**src/rtl/nrtc_pkg.sv**
```systemverilog
package nrtc_pkg;
  localparam int NIB_W     = 4;
  localparam int ADDR_W    = 4;
  localparam int TIME_NIBS = 13;
  localparam int TIME_W    = NIB_W * TIME_NIBS;
  localparam int MODE24_BIT = 2;

  localparam logic [NIB_W-1:0] CTL_D_RST  = 4'h1;
  localparam logic [NIB_W-1:0] CTL_E_RST  = 4'h0;
  localparam logic [NIB_W-1:0] CTL_F_RST  = 4'h4;
  localparam logic [NIB_W-1:0] CTL_D_MASK = 4'h9;

  localparam logic [ADDR_W-1:0] A_HR_T  = 4'h5;
  localparam logic [ADDR_W-1:0] A_LAST_TIME = 4'hC;
  localparam logic [ADDR_W-1:0] A_CTL_D = 4'hD;
  localparam logic [ADDR_W-1:0] A_CTL_E = 4'hE;
  localparam logic [ADDR_W-1:0] A_CTL_F = 4'hF;

  function automatic logic [6:0] bcd2bin(input logic [3:0] t, input logic [3:0] u);
    return ({3'b000, t} * 7'd10) + {3'b000, u};
  endfunction

  function automatic logic [6:0] month_len(input logic [6:0] m);
    case (m)
      7'd2:                         return 7'd28;
      7'd4, 7'd6, 7'd9, 7'd11:      return 7'd30;
      default:                      return 7'd31;
    endcase
  endfunction
endpackage

```
**src/rtl/nrtc_timekeeper.sv**
```systemverilog
module nrtc_timekeeper
  import nrtc_pkg::*;
(
  input  logic              clk,
  input  logic              rst,
  input  logic              sec_tick,
  input  logic              preset_load,
  input  logic [TIME_W-1:0] preset_time,
  output logic [TIME_W-1:0] time_flat
);
  logic [NIB_W-1:0] sc_u, sc_t, mn_u, mn_t, hr_u, hr_t;
  logic [NIB_W-1:0] dy_u, dy_t, mo_u, mo_t, yr_u, yr_t, wd;

  logic c_sec, c_min, c_hr, c_day, c_mon, day_last;

  always_comb begin
    day_last = bcd2bin(dy_t, dy_u) >= month_len(bcd2bin(mo_t, mo_u));
    c_sec = (sc_u == 4'd9) && (sc_t == 4'd5);
    c_min = c_sec && (mn_u == 4'd9) && (mn_t == 4'd5);
    c_hr  = c_min && (hr_t == 4'd2) && (hr_u == 4'd3);
    c_day = c_hr && day_last;
    c_mon = c_day && (mo_t == 4'd1) && (mo_u == 4'd2);
  end

  always_ff @(posedge clk) begin
    if (rst) begin
      sc_u <= '0; sc_t <= '0; mn_u <= '0; mn_t <= '0; hr_u <= '0; hr_t <= '0;
      dy_u <= 4'd1; dy_t <= '0; mo_u <= 4'd1; mo_t <= '0;
      yr_u <= '0; yr_t <= '0; wd <= '0;
    end else if (preset_load) begin
      {wd, yr_t, yr_u, mo_t, mo_u, dy_t, dy_u, hr_t, hr_u, mn_t, mn_u, sc_t, sc_u} <= preset_time;
    end else if (sec_tick) begin
      if (sc_u == 4'd9) begin
        sc_u <= '0;
        sc_t <= (sc_t == 4'd5) ? 4'd0 : sc_t + 4'd1;
      end else begin
        sc_u <= sc_u + 4'd1;
      end
      if (c_sec) begin
        if (mn_u == 4'd9) begin
          mn_u <= '0;
          mn_t <= (mn_t == 4'd5) ? 4'd0 : mn_t + 4'd1;
        end else begin
          mn_u <= mn_u + 4'd1;
        end
      end
      if (c_min) begin
        if (c_hr) begin
          hr_u <= '0; hr_t <= '0;
        end else if (hr_u == 4'd9) begin
          hr_u <= '0; hr_t <= hr_t + 4'd1;
        end else begin
          hr_u <= hr_u + 4'd1;
        end
      end
      if (c_hr) begin
        wd <= (wd >= 4'd6) ? 4'd0 : wd + 4'd1;
        if (c_day) begin
          dy_u <= 4'd1; dy_t <= '0;
        end else if (dy_u == 4'd9) begin
          dy_u <= '0; dy_t <= dy_t + 4'd1;
        end else begin
          dy_u <= dy_u + 4'd1;
        end
      end
      if (c_day) begin
        if (c_mon) begin
          mo_u <= 4'd1; mo_t <= '0;
        end else if (mo_u == 4'd9) begin
          mo_u <= '0; mo_t <= mo_t + 4'd1;
        end else begin
          mo_u <= mo_u + 4'd1;
        end
      end
      if (c_mon) begin
        if (yr_u == 4'd9) begin
          yr_u <= '0;
          yr_t <= (yr_t == 4'd9) ? 4'd0 : yr_t + 4'd1;
        end else begin
          yr_u <= yr_u + 4'd1;
        end
      end
    end
  end

  assign time_flat = {wd, yr_t, yr_u, mo_t, mo_u, dy_t, dy_u, hr_t, hr_u, mn_t, mn_u, sc_t, sc_u};
endmodule

```
**src/rtl/nrtc_ctrl_regs.sv**
```systemverilog
module nrtc_ctrl_regs
  import nrtc_pkg::*;
(
  input  logic              clk,
  input  logic              rst,
  input  logic              wr,
  input  logic [ADDR_W-1:0] addr,
  input  logic [NIB_W-1:0]  wdata,
  output logic [NIB_W-1:0]  ctl_d,
  output logic [NIB_W-1:0]  ctl_e,
  output logic [NIB_W-1:0]  ctl_f
);
  always_ff @(posedge clk) begin
    if (rst) begin
      ctl_d <= CTL_D_RST;
      ctl_e <= CTL_E_RST;
      ctl_f <= CTL_F_RST;
    end else if (wr) begin
      case (addr)
        A_CTL_D: ctl_d <= wdata & CTL_D_MASK;
        A_CTL_E: ctl_e <= wdata;
        A_CTL_F: ctl_f <= wdata;
        default: ;
      endcase
    end
  end
endmodule

```
**src/rtl/nrtc_read_mux.sv**
```systemverilog
module nrtc_read_mux
  import nrtc_pkg::*;
(
  input  logic [ADDR_W-1:0] addr,
  input  logic [TIME_W-1:0] time_flat,
  input  logic [NIB_W-1:0]  ctl_d,
  input  logic [NIB_W-1:0]  ctl_e,
  input  logic [NIB_W-1:0]  ctl_f,
  output logic [NIB_W-1:0]  value
);
  logic [NIB_W-1:0] nib [TIME_NIBS];
  logic [6:0] hr_bin, hr12;
  logic [NIB_W-1:0] hr_tens_view;

  for (genvar i = 0; i < TIME_NIBS; i++) begin : g_nib
    assign nib[i] = time_flat[i*NIB_W +: NIB_W];
  end

  always_comb begin
    hr_bin = bcd2bin(nib[5], nib[4]);
    hr12   = (hr_bin >= 7'd12) ? hr_bin - 7'd12 : hr_bin;
    if (ctl_f[MODE24_BIT])
      hr_tens_view = nib[5];
    else
      hr_tens_view = {1'b0, hr_bin >= 7'd12, 1'b0, hr12 >= 7'd10};
  end

  always_comb begin
    value = '0;
    if (addr == A_HR_T)            value = hr_tens_view;
    else if (addr == A_CTL_D)      value = ctl_d;
    else if (addr == A_CTL_E)      value = ctl_e;
    else if (addr == A_CTL_F)      value = ctl_f;
    else begin
      for (int k = 0; k < TIME_NIBS; k++)
        if (addr == ADDR_W'(k)) value = nib[k];
    end
  end
endmodule

```
**src/rtl/nrtc_persist_timer.sv**
```systemverilog
module nrtc_persist_timer #(
  parameter int TICKS = 50
) (
  input  logic clk,
  input  logic rst,
  input  logic arm,
  input  logic frame_tick,
  output logic pulse
);
  localparam int CW = $clog2(TICKS + 1);
  localparam logic [CW-1:0] LOAD = CW'(TICKS);
  localparam logic [CW-1:0] ONE  = CW'(1);

  logic [CW-1:0] cnt;

  always_ff @(posedge clk) begin
    if (rst) begin
      cnt   <= '0;
      pulse <= 1'b0;
    end else begin
      pulse <= 1'b0;
      if (arm) begin
        cnt <= LOAD;
      end else if (frame_tick && cnt != '0) begin
        cnt   <= cnt - ONE;
        pulse <= (cnt == ONE);
      end
    end
  end
endmodule

```
**src/rtl/nibble_rtc.sv**
```systemverilog
module nibble_rtc
  import nrtc_pkg::*;
#(
  parameter int PERSIST_TICKS = 50
) (
  input  logic              clk,
  input  logic              rst,
  input  logic              sec_tick,
  input  logic              frame_tick,
  input  logic [ADDR_W-1:0] bus_addr,
  input  logic              bus_wr,
  input  logic [NIB_W-1:0]  bus_wdata,
  output logic [NIB_W-1:0]  bus_rdata,
  input  logic              preset_load,
  input  logic [TIME_W-1:0] preset_time,
  output logic              persist_req
);
  logic [TIME_W-1:0] time_flat;
  logic [NIB_W-1:0]  ctl_d, ctl_e, ctl_f, rd_val;

  nrtc_timekeeper u_time (
    .clk(clk), .rst(rst), .sec_tick(sec_tick),
    .preset_load(preset_load), .preset_time(preset_time), .time_flat(time_flat)
  );

  nrtc_ctrl_regs u_ctl (
    .clk(clk), .rst(rst), .wr(bus_wr), .addr(bus_addr), .wdata(bus_wdata),
    .ctl_d(ctl_d), .ctl_e(ctl_e), .ctl_f(ctl_f)
  );

  nrtc_read_mux u_mux (
    .addr(bus_addr), .time_flat(time_flat),
    .ctl_d(ctl_d), .ctl_e(ctl_e), .ctl_f(ctl_f), .value(rd_val)
  );

  nrtc_persist_timer #(.TICKS(PERSIST_TICKS)) u_persist (
    .clk(clk), .rst(rst), .arm(bus_wr), .frame_tick(frame_tick), .pulse(persist_req)
  );

  always_ff @(posedge clk) begin
    if (rst) bus_rdata <= '0;
    else     bus_rdata <= rd_val;
  end
endmodule

```
**config.mk**
```make
export PLATFORM = sky130hd
export DESIGN_NAME = nibble_rtc
export DESIGN_NICKNAME = d
export VERILOG_FILES = /design/src/rtl/nrtc_pkg.sv /design/src/rtl/nrtc_timekeeper.sv /design/src/rtl/nrtc_ctrl_regs.sv /design/src/rtl/nrtc_read_mux.sv /design/src/rtl/nrtc_persist_timer.sv /design/src/rtl/nibble_rtc.sv
export SDC_FILE = /design/constraint.sdc
export NUM_CORES = 1
export LEC_CHECK = 0
export BUFFER_PORTS_ARGS = -buffer_cell sky130_fd_sc_hd__buf_2
export CAP_MARGIN = 20
export CORE_MARGIN = 1
export CORE_UTILIZATION = 55
export CTS_CLUSTER_DIAMETER = 30
export DETAILED_ROUTE_END_ITERATION = 8
export GPL_ROUTABILITY_DRIVEN = 0
export GPL_TIMING_DRIVEN = 0
export PLACE_DENSITY = 0.76
export SYNTH_ARGS = -nofsm -noshare
export SYNTH_HDL_FRONTEND = slang
export SYNTH_SLANG_ARGS = --single-unit
```
**constraint.sdc**
```tcl
create_clock -name clk -period 6.2 [get_ports clk]
set_input_delay 0.62 -clock clk [delete_from_list [all_inputs] [get_ports clk]]
set_output_delay 0.62 -clock clk [all_outputs]
set_load 0.03 [all_outputs]
```
==> results.yml <==
outcome:
  status: "complete, no violations"
detailed_routing:
  ant_nets: 0
  wl_per_cell_um: 19.3
  remaining_drc_errors: 0
  drt-initial-drc-count: 749
  vias_per_cell: 6.62
  totalWireLength_mm: 17.8
  dr.pass1.iters: 7
  vias: 6100
final_layout:
  largest_reg_flops: 6
  max_flop_register: "u_persist.cnt"
  final_nets: 890
  diodes: 0
  synthToLayoutAreaGrowth_pct: 12.1
  fin_area_um2: 6400
  layout-drive-gt1-share: 0.152
setup_path:
  cp_cell_sequence: "ha_1 > ha_1 > inv_1 > fa_1 > nand2b_1 > nor4_1 > a31oi_1 > or2_2 > ha_1 > nand2b_1 > a21oi_1 > o21ai_2 > nand4_4 > buf_2 > buf_2 > o21ai_0 > a311oi_1"
  cp_num_buf_inv: 3
  crit_fanout: 10
  crit_path_end_kind: "register"
  cp_common_cell: "ha_1"
  cp_top_family: "adder cells"
  reg2reg_setup_slack_ns: 1.71
  cp-endpoint: "u_time.yr_u[1]"
  start_kind: "register"
  crit-reg2reg-launch: "u_time.mo_t[1]"
  r2r-end: "u_time.yr_u[1]"
  max_stage_delay_ns: 0.56
  worstPathRequired_ns: 6.47
  critical_path_cell_count: 17
  reg2regPathDepth: 17
  arrival_ns: 4.75
  critPathLaunch: "u_time.mo_t[1]"
  slowest_stage: "dfxtp_1"
  path_class: "reg2reg"
sta:
  fin_crit_ns: 4.49
  rsz0062_at_grt: "no"
  clock_skew_ns: 0.0112
  fmax_ghz: 0.223
  finalHoldViolCount: 0
  period_share: 0.724
  drv_slew: 0
  setup_ws_ns: 1.71
  relSlewSlack: 0.459
  max_slew.worst_pin.slew_ns: 0.812
  setup_violations: 0
  finalSetupTns_ns: 0
clocking:
  clock_sinks: 73
  clockRootBuffer: "clkbuf_8"
  clkTransAtPathRegs_ns: 0.08
  cts_max_path_buffers: 2
  postCtsSetupBuffers: 0
  htree_levels: 3
  tritoncts: "yes"
  cts-resized-gates: 0
  numCtsBuffers: 9
  ctsHoldBuffers: 0
  clock_latency_ns: 0.37
logic_synthesis:
  synth_enable_flop_cells: 0
  synth-seq-cells: 73
  syn_area_per_cell_um2: 8.08
  synth_nets: 813
  synth-async-reset-ratio: 0
  syn_inst: 707
  synth-seq-area-share: 0.256
  ys_types: 82
  synth_ff_type: "dfxtp_1"
  syn_area_um2: 5710
  yosysWarnings: 0
global_routing:
  antenna_found_initial: 0
  grt_max_degree: 14
  grt_pass1_wl_mm: 28.7
  grt_pass1_vias: 5695
  grt.overflow.total: 0
  track_usage: 0.332
power_and_ir_drop:
  p_leak_nw: 2.57
  peakVddDrop_uv: 117
  power_density_nw_per_um2: 193
floorplanning:
  fp-row-count: 36
  die_area_um2: 10800
  die_x_um: 104
  coreArea_um2: 9910
  die_h_um: 104
  ios: 71
  start_util: 0.576
hold_path:
  hp-class: "in2reg"
placement:
  place_hpwl_mm: 13.2
  pre_cts_ws_ns: 1.76
  io_buffer_count: 66
  place_area_um2: 6210
run:
  drv_cap: 0
Yosys cell counts, types with 6 or more instances:
cell      instances  area (µm²)
nand2_1          50         188
a311oi_1          7        61.3
inv_1            28         105
nor3b_1          10        75.1
xor2_1           14         123
nor3_1           25         125
ha_1             34         425
clkbuf_1         23        86.3
xnor2_1           8        70.1
or3_1            11        68.8
and3_1            8        50.1
nand3b_1          6        45.0
fa_1              6         120
mux2i_1          22         220
nor2b_1          18         113
buf_1             9        33.8
o211ai_1          6        45.0
a31oi_1           8        50.1
a21o_1            9        67.6
dfxtp_1          73        1460
nor4_1            6        37.5
a21oi_1          53         265
o31ai_1           6        45.0
a22oi_1           8        60.1
nand2b_1          9        56.3
nand4_1           9        56.3
nor2_1           72         270
o21ai_0          37         185
nand3_1          25         125
power by group:
group	total [mW]	switching, mW	leakage, nW	internal, mW
sequential	0.545	0.0479	0.602	0.497
clock	0.386	0.199	0.0964	0.187
combinational	0.301	0.178	1.87	0.123
kinds of logic (layout without fill, tap and decap cells):
family | count (synthesis) | count (layout) | share of synthesized area
compound gates | 193 | 193 | 0.231
xor+xnor | 23 | 23 | 0.0366
fa+ha+maj | 40 | 40 | 0.0956
buf+inv | 65 | 147 | 0.0438
flops | 73 | 73 | 0.256
mux | 31 | 31 | 0.0662
simple gates | 282 | 282 | 0.271
final cells by class:
class                           count  area (µm²)
Inverter                           28         105
Fill cell                         880        3510
Buffer                             37         145
Multi-Input combinational cell    569        4000
Clock inverter                      6        68.8
Timing Repair Buffer               66         330
Sequential cell                    73        1460
Tap cell                          133         166
Clock buffer                       10         128
cells in the final DEF (no fill, tap or decap), types with 7 or more instances in the layout:
| cell | netlist | final |
|---|---|---|
| o21ai_0 | 37 | 37 |
| a21oi_1 | 53 | 53 |
| dfxtp_1 | 73 | 73 |
| clkbuf_1 | 23 | 24 |
| nand3_1 | 25 | 25 |
| nand4_1 | 9 | 9 |
| nor3_1 | 25 | 25 |
| buf_1 | 9 | 9 |
| xnor2_1 | 8 | 8 |
| and3_1 | 8 | 8 |
| mux2i_1 | 22 | 22 |
| a21o_1 | 9 | 9 |
| a31oi_1 | 8 | 8 |
| a311oi_1 | 7 | 7 |
| nor3b_1 | 10 | 10 |
| inv_1 | 28 | 28 |
| clkbuf_8 | 0 | 9 |
| nand2b_1 | 9 | 9 |
| xor2_1 | 14 | 14 |
| a22oi_1 | 8 | 8 |
| buf_2 | 5 | 71 |
| nor2b_1 | 18 | 18 |
| or3_1 | 11 | 11 |
| ha_1 | 34 | 34 |
| nand2_1 | 50 | 50 |
| nor2_1 | 72 | 72 |
metrics by stage:
stage                      util  std cells  hold WS [ns]  power [mW]
after CTS                 0.646        922         0.461        1.22
final                     0.646        922         0.465        1.23
after floorplan               -        707         0.455       0.749
after global placement    0.626        906         0.477       0.832
after global routing      0.646        922         0.469        1.28
after detailed placement  0.626        906         0.488       0.845
worst min-delay path by stage:
stage,from,to,slack [ns],cells past startpoint
2_1_floorplan,u_ctl.ctl_e[0],u_ctl.ctl_e[0],0.45,2
3_3_place_gp,u_ctl.ctl_f[3],u_ctl.ctl_f[3],0.48,2
3_5_place_dp,u_ctl.ctl_f[3],u_ctl.ctl_f[3],0.49,2
4_1_cts,bus_wdata[2],u_ctl.ctl_f[2],0.46,2
5_1_grt,bus_wdata[2],u_ctl.ctl_f[2],0.47,2
6_report,preset_time[34],u_time.mo_u[2],0.46,3
tightest hold or removal path: stages:
cell     delay [ns]
buf_2          0.07
nand2_1        0.04
nand3_1        0.07
metal layers:
layer | global-route usage | vias to the layer above | wire length (µm)
met5 | 0 | - | 0
met4 | 0.155 | 0 | 552
met3 | 0.0457 | 67 | 1850
met2 | 0.517 | 397 | 8050
met1 | 0.455 | 2864 | 7330
li1 | - | 2772 | -
Note: power is estimated with default switching activity, not from simulation.
